===== config.mk =====
export PLATFORM = sky130hd
export DESIGN_NAME = line_clear_seq
export DESIGN_NICKNAME = d
export VERILOG_FILES = /design/src/rtl/lcs_pkg.sv /design/src/rtl/lcs_cmd_decode.sv /design/src/rtl/lcs_t5_timer.sv /design/src/rtl/lcs_report.sv /design/src/rtl/line_clear_seq.sv
export SDC_FILE = /design/constraint.sdc
export NUM_CORES = 1
export LEC_CHECK = 0
export ABC_AREA = 1
export ABC_CLOCK_PERIOD_IN_PS = 2400
export BUFFER_PORTS_ARGS = -buffer_cell sky130_fd_sc_hd__clkbuf_2
export CELL_PAD_IN_SITES_DETAIL_PLACEMENT = 0
export CELL_PAD_IN_SITES_GLOBAL_PLACEMENT = 2
export CORE_MARGIN = 8
export CORE_UTILIZATION = 26
export CTS_CLUSTER_SIZE = 12
export DETAILED_ROUTE_END_ITERATION = 12
export HOLD_SLACK_MARGIN = 0.1
export PLACE_DENSITY_LB_ADDON = 0.1
export SETUP_SLACK_MARGIN = 0.3
export SYNTH_ARGS = -nofsm -noshare
export SYNTH_HDL_FRONTEND = slang
export SYNTH_HIERARCHICAL = 1
export SYNTH_SLANG_ARGS = --single-unit

===== constraint.sdc =====
create_clock -name clk -period 2.4 [get_ports clk]
set_clock_uncertainty 0.15 [all_clocks]
set_input_delay 0.48 -clock clk [delete_from_list [all_inputs] [get_ports clk]]
set_output_delay 0.48 -clock clk [all_outputs]
set_load 0.02 [all_outputs]

===== src/rtl/lcs_pkg.sv =====
package lcs_pkg;

  typedef enum logic {
    SEQ_IDLE  = 1'b0,
    SEQ_CLEAR = 1'b1
  } seq_t;

  typedef enum logic [2:0] {
    EV_NONE    = 3'd0,
    EV_REJECT  = 3'd1,
    EV_SHORT   = 3'd2,
    EV_START   = 3'd3,
    EV_DONE    = 3'd4,
    EV_TIMEOUT = 3'd5
  } ev_t;

  localparam logic [1:0] CC_NONE      = 2'd0;
  localparam logic [1:0] CC_EXCEPTION = 2'd2;
  localparam logic [1:0] CC_DEVEND    = 2'd3;

  localparam int ISB_DEVSTAT_BIT = 0;
  localparam int ISB_SPEC_BIT    = 3;
  localparam int DSW_T5_LO_BIT   = 13;
  localparam int DSW_T5_HI_BIT   = 15;

endpackage


===== src/rtl/lcs_cmd_decode.sv =====
module lcs_cmd_decode
  import lcs_pkg::*;
#(
  parameter int STATE_W = 5
) (
  input  logic               cmd,
  input  logic               idle,
  input  logic               switched,
  input  logic [STATE_W-1:0] call_state,
  input  logic               t5_expire,
  output ev_t                ev
);

  localparam logic [STATE_W-1:0] READY_CODE = STATE_W'(1);

  logic line_ready;
  assign line_ready = (call_state == READY_CODE);

  always_comb begin
    ev = EV_NONE;
    if (idle) begin
      if (cmd) begin
        if (!switched)       ev = EV_REJECT;
        else if (line_ready) ev = EV_SHORT;
        else                 ev = EV_START;
      end
    end else begin
      if (line_ready)     ev = EV_DONE;
      else if (t5_expire) ev = EV_TIMEOUT;
    end
  end

endmodule


===== src/rtl/lcs_t5_timer.sv =====
module lcs_t5_timer #(
  parameter int LIMIT = 2000
) (
  input  logic clk,
  input  logic rst_n,
  input  logic restart,
  input  logic run,
  input  logic tick,
  output logic expire
);

  localparam int CW = $clog2(LIMIT + 1);
  localparam logic [CW-1:0] LAST = CW'(LIMIT - 1);

  logic [CW-1:0] cnt;

  always_ff @(posedge clk) begin
    if (!rst_n)           cnt <= '0;
    else if (restart)     cnt <= '0;
    else if (run && tick) cnt <= cnt + 1'b1;
  end

  assign expire = run && tick && (cnt == LAST);

endmodule


===== src/rtl/lcs_report.sv =====
module lcs_report
  import lcs_pkg::*;
#(
  parameter int ISB_W = 8,
  parameter int DSW_W = 16
) (
  input  logic             clk,
  input  logic             rst_n,
  input  ev_t              ev,
  output logic             irq,
  output logic [1:0]       cc,
  output logic [ISB_W-1:0] isb,
  output logic [DSW_W-1:0] dsw
);

  logic [ISB_W-1:0] spec_mask;
  logic [ISB_W-1:0] devstat_mask;
  logic [DSW_W-1:0] t5_mask;

  for (genvar i = 0; i < ISB_W; i++) begin : g_isb
    assign spec_mask[i]    = (i == ISB_SPEC_BIT);
    assign devstat_mask[i] = (i == ISB_DEVSTAT_BIT);
  end

  for (genvar j = 0; j < DSW_W; j++) begin : g_dsw
    assign t5_mask[j] = (j == DSW_T5_LO_BIT) || (j == DSW_T5_HI_BIT);
  end

  always_ff @(posedge clk) begin
    if (!rst_n) begin
      irq <= 1'b0;
      cc  <= CC_NONE;
      isb <= '0;
      dsw <= '0;
    end else begin
      irq <= 1'b0;
      case (ev)
        EV_REJECT: begin
          irq <= 1'b1;
          cc  <= CC_EXCEPTION;
          isb <= spec_mask;
          dsw <= '0;
        end
        EV_SHORT, EV_DONE: begin
          irq <= 1'b1;
          cc  <= CC_DEVEND;
          isb <= '0;
          dsw <= '0;
        end
        EV_START: begin
          cc  <= CC_NONE;
          isb <= '0;
          dsw <= '0;
        end
        EV_TIMEOUT: begin
          irq <= 1'b1;
          cc  <= CC_EXCEPTION;
          isb <= devstat_mask;
          dsw <= t5_mask;
        end
        default: ;
      endcase
    end
  end

endmodule


===== src/rtl/line_clear_seq.sv =====
module line_clear_seq
  import lcs_pkg::*;
#(
  parameter int T5_TICKS = 2000,
  parameter int STATE_W  = 5,
  parameter int ISB_W    = 8,
  parameter int DSW_W    = 16
) (
  input  logic               clk,
  input  logic               rst_n,
  input  logic               cmd_clear,
  input  logic               switched,
  input  logic [STATE_W-1:0] call_state,
  input  logic               tick_ms,
  output logic               clr_req,
  output logic               irq,
  output logic [1:0]         cond_code,
  output logic [ISB_W-1:0]   isb,
  output logic [DSW_W-1:0]   dev_status
);

  seq_t state;
  ev_t  ev;
  logic t5_expire;

  lcs_cmd_decode #(.STATE_W(STATE_W)) u_dec (
    .cmd        (cmd_clear),
    .idle       (state == SEQ_IDLE),
    .switched   (switched),
    .call_state (call_state),
    .t5_expire  (t5_expire),
    .ev         (ev)
  );

  lcs_t5_timer #(.LIMIT(T5_TICKS)) u_t5 (
    .clk     (clk),
    .rst_n   (rst_n),
    .restart (ev == EV_START),
    .run     (state == SEQ_CLEAR),
    .tick    (tick_ms),
    .expire  (t5_expire)
  );

  lcs_report #(.ISB_W(ISB_W), .DSW_W(DSW_W)) u_rep (
    .clk   (clk),
    .rst_n (rst_n),
    .ev    (ev),
    .irq   (irq),
    .cc    (cond_code),
    .isb   (isb),
    .dsw   (dev_status)
  );

  always_ff @(posedge clk) begin
    if (!rst_n) begin
      state <= SEQ_IDLE;
    end else begin
      case (ev)
        EV_START:            state <= SEQ_CLEAR;
        EV_DONE, EV_TIMEOUT: state <= SEQ_IDLE;
        default:             state <= state;
      endcase
    end
  end

  assign clr_req = (state == SEQ_CLEAR);

endmodule


==> results by group <==
Placed design
  • GPL Wtd Cong: roughly 0.70
  • Place WS: between 100 and 150 ps
  • Post-DP HPWL: 2.07 mm
  • Port Buf Inserts: 17
  • Area post-placement: between 0.001 and 0.0015 mm²

Final layout
  • Final nets: roughly 230
  • Layout fillers: 487
  • Area delta synth->final: 21.8%
  • Final instance area: approximately 0.0015 mm²
  • Share of cells above drive strength 1: 0.300
  • Antenna cells: 0
  • Fin util: 0.332

CTS
  • Clock tree from TritonCTS: done
  • CTS clk-pin slew, worst paths: around 70 ps
  • Total CTS buffers: 3
  • Clk root buf: clkbuf_8
  • Clk Latency, worst-skew pair: 250 ps
  • H-tree depth: 1
  • Clk buf depth: 2
  • Clock sink count: 18

GRT
  • First-pass GRT wire length: around 4.4 mm
  • GR Util All Layers: 0.0746
  • Grt total ovfl: 0
  • Vias in the first global route: between 900 and 1000
  • Initial antenna violation count: 0
  • Largest net degree at the start of global routing: 11

Synth
  • Synth Area in Adders: 0.0208
  • Synth async-reset ratio: 0
  • Area of the mapped netlist: about 0.0012 mm²
  • Yosys top cell area share: 0.299
  • Syn_area_per_cell: between 6 and 7 µm²
  • Sequential fraction of the synthesis area: 0.299
  • Synth Area in Compound Gates: 0.0727
  • Largest family of logic cells by synthesized area: simple AND/OR/NAND/NOR gates
  • Cells after Synth: approximately 180
  • Synth area leaders: dfxtp_1 30%, nand2_1 13%, buf_4 13%
  • Top FF cell, synth: dfxtp_1
  • Synth Area in Simple Gates: 0.370
  • Post-synth top cells: 43 x nand2_1, 28 x inv_1, 21 x buf_4
  • Yosys cell types: 23
  • Most common cell in the synthesized netlist: nand2_1
  • Synth Register Bits: 18
  • Synth warn: 6
  • Number of flops mapped to enable cells by yosys: 0
  • Post-synthesis mux area share: 0
  • Largest area contributor in the netlist: dfxtp_1
  • Post-synthesis xor/xnor area fraction: 0

Setup path
  • Worst EP required: roughly 2400 ps
  • Start of the worst register-to-register path: u_t5/cnt[1]
  • Crit Path Class: reg -> reg
  • Critical path's largest stage delay: roughly 350 ps
  • Worst Setup SP: u_t5/cnt[1]
  • CP max-delay cell: dfxtp_2
  • Crit start category: flip-flop
  • R2R cell count: 15
  • CP max FO: 5
  • CP Capture Type: flip-flop
  • CP Cell Sequence: ha_4 > nand2_4 > nor2_4 > nand2_2 > nor4_4 > nand2_2 > nand2_1 > nand2_1 > nand2_2 > nand3_2 > inv_1 > nor2_2 > buf_2 > nand2_1 > nor2_1
  • Data arrival, critical path: slightly below 2000 ps

Route
  • Wire length per cell: 10.1 µm
  • Detailed Route WL: about 2.7 mm
  • Via density: between 4 and 5
  • Remaining DRCs: 0
  • Remaining antenna violation count: 0
  • 1st-pass router iterations: 4
  • Iter 0 DRT Violations: just over 70
  • Vias: ~1100

Power and ir drop
  • Pwr dens: 484 mW/mm²
  • VDD IR-drop max: 0.000216 V
  • Total Power: around 700 µW
  • P_leak: 0.717 nW

Timing
  • Slew Limit Fails: 0
  • Unrepaired setup endpoints after global routing: no
  • Setup ws final: approximately 470 ps
  • Tcrit/Tclk final: 0.804
  • Count of final setup violators: 0
  • Fin. Hold Viols: 0
  • Fmax achieved: about 0.52 GHz
  • Setup TNS: 0 ps
  • Crit path time final: 1930 ps

Floorplanning
  • Row cnt: 24
  • Die ar.: between 0.007 and 0.008 mm²
  • Core Footprint: 0.00441 mm²
  • I/O pins: 38
  • Initial core utilization: 0.273
  • Die W: around 84 µm
  • Die height: roughly 84 µm

Hold path
  • Hold WC Path Type: reg -> reg
  • Hold path cells: 2
  • Min-delay src: u_rep/isb[3]

Flow run
  • Max Cap Viol: 0

Run status
  • Status: complete, no violations
[per-stage QoR]
stage / instances / hold slack (ps)
floorplan: 203 / 299
detailed placement: 254 / 306
finish: 265 / 320
global route: 265 / 362
global placement: 254 / 300
CTS: 263 / 321
[critical path: cells and delay by family, from the launching register on]
kind	cells	cell delay, ps
fa+ha+maj	1	160
flops	1	350
buf+inv	2	220
simple gates	12	950
[where the power goes]
group	internal, mW	leakage, nW	total [mW]	switching (mW)
sequential	0.309	0.147	0.315	0.00607
combinational	0.0470	0.541	0.144	0.0966
clock	0.146	0.0288	0.252	0.107
total	0.502	0.717	0.711	0.209
[per-layer routing]
| metal | GRT usage | share of wire | vias to the layer above |
|---|---|---|---|
| met2 | 0.0961 | 0.37 | 48 |
| met1 | 0.102 | 0.52 | 442 |
| met5 | 0 | 0 | - |
| met3 | 0.0322 | 0.094 | 4 |
| met4 | 0.0330 | 0.013 | 0 |
| li1 | - | - | 589 |
[kinds of logic (layout without fill, tap and decap cells)]
group           after synthesis  after routing
other cells                   1             20
flops                        18             18
fa+ha+maj                     2              2
compound gates               16             16
buf+inv                      54             64
simple gates                 93             93
[cell usage in the layout (no fill, tap or decap), types with 2 or more instances in the layout]
cell	instances
nand2_1	37
inv_1	27
conb_1	20
clkbuf_2	17
nor2_1	17
dfxtp_1	16
nand3_1	10
a21oi_1	9
buf_4	8
nand2_2	7
nor2_2	6
inv_2	5
nand4_1	5
clkbuf_8	4
nor2_4	4
nand3_2	3
o21ai_0	3
nand2_4	2
buf_6	2
dfxtp_2	2
[area by class of cell]
type,instances,area (µm²),area share
multi-input combinational,131,692,0.471
clock buffer,4,55.1,0.0375
tap,52,65.1,0.0443
timing repair buffer,28,173,0.118
inverter,32,120,0.0818
sequential,18,363,0.247
[sequential cells by signal, indices dropped and copies added (netlist names)]
| signal | flops |
|---|---|
| u_t5/cnt | 11 |
| u_rep/irq | 1 |
| u_rep/dsw | 1 |
| u_rep/cc | 2 |
| clr_req | 1 |
| u_rep/isb | 2 |
[what timing repair did]
item	in CTS	in global routing
endpoints found under the hold margin	0	0
gates resized for setup	11	9
hold buffers	0	0
setup endpoints to repair	14	17
pin swaps	5	9
gates cloned	1	0
setup buffers	4	2
[worst paths after layout]
kind | endpoint | slack [ps]
max | u_t5/cnt[6] | 470
min reg2reg | u_rep/isb[3] | 320
min | u_rep/isb[3] | 320
max reg2reg | u_t5/cnt[6] | 470
No activity file was read; power rests on OpenSTA's default activity.
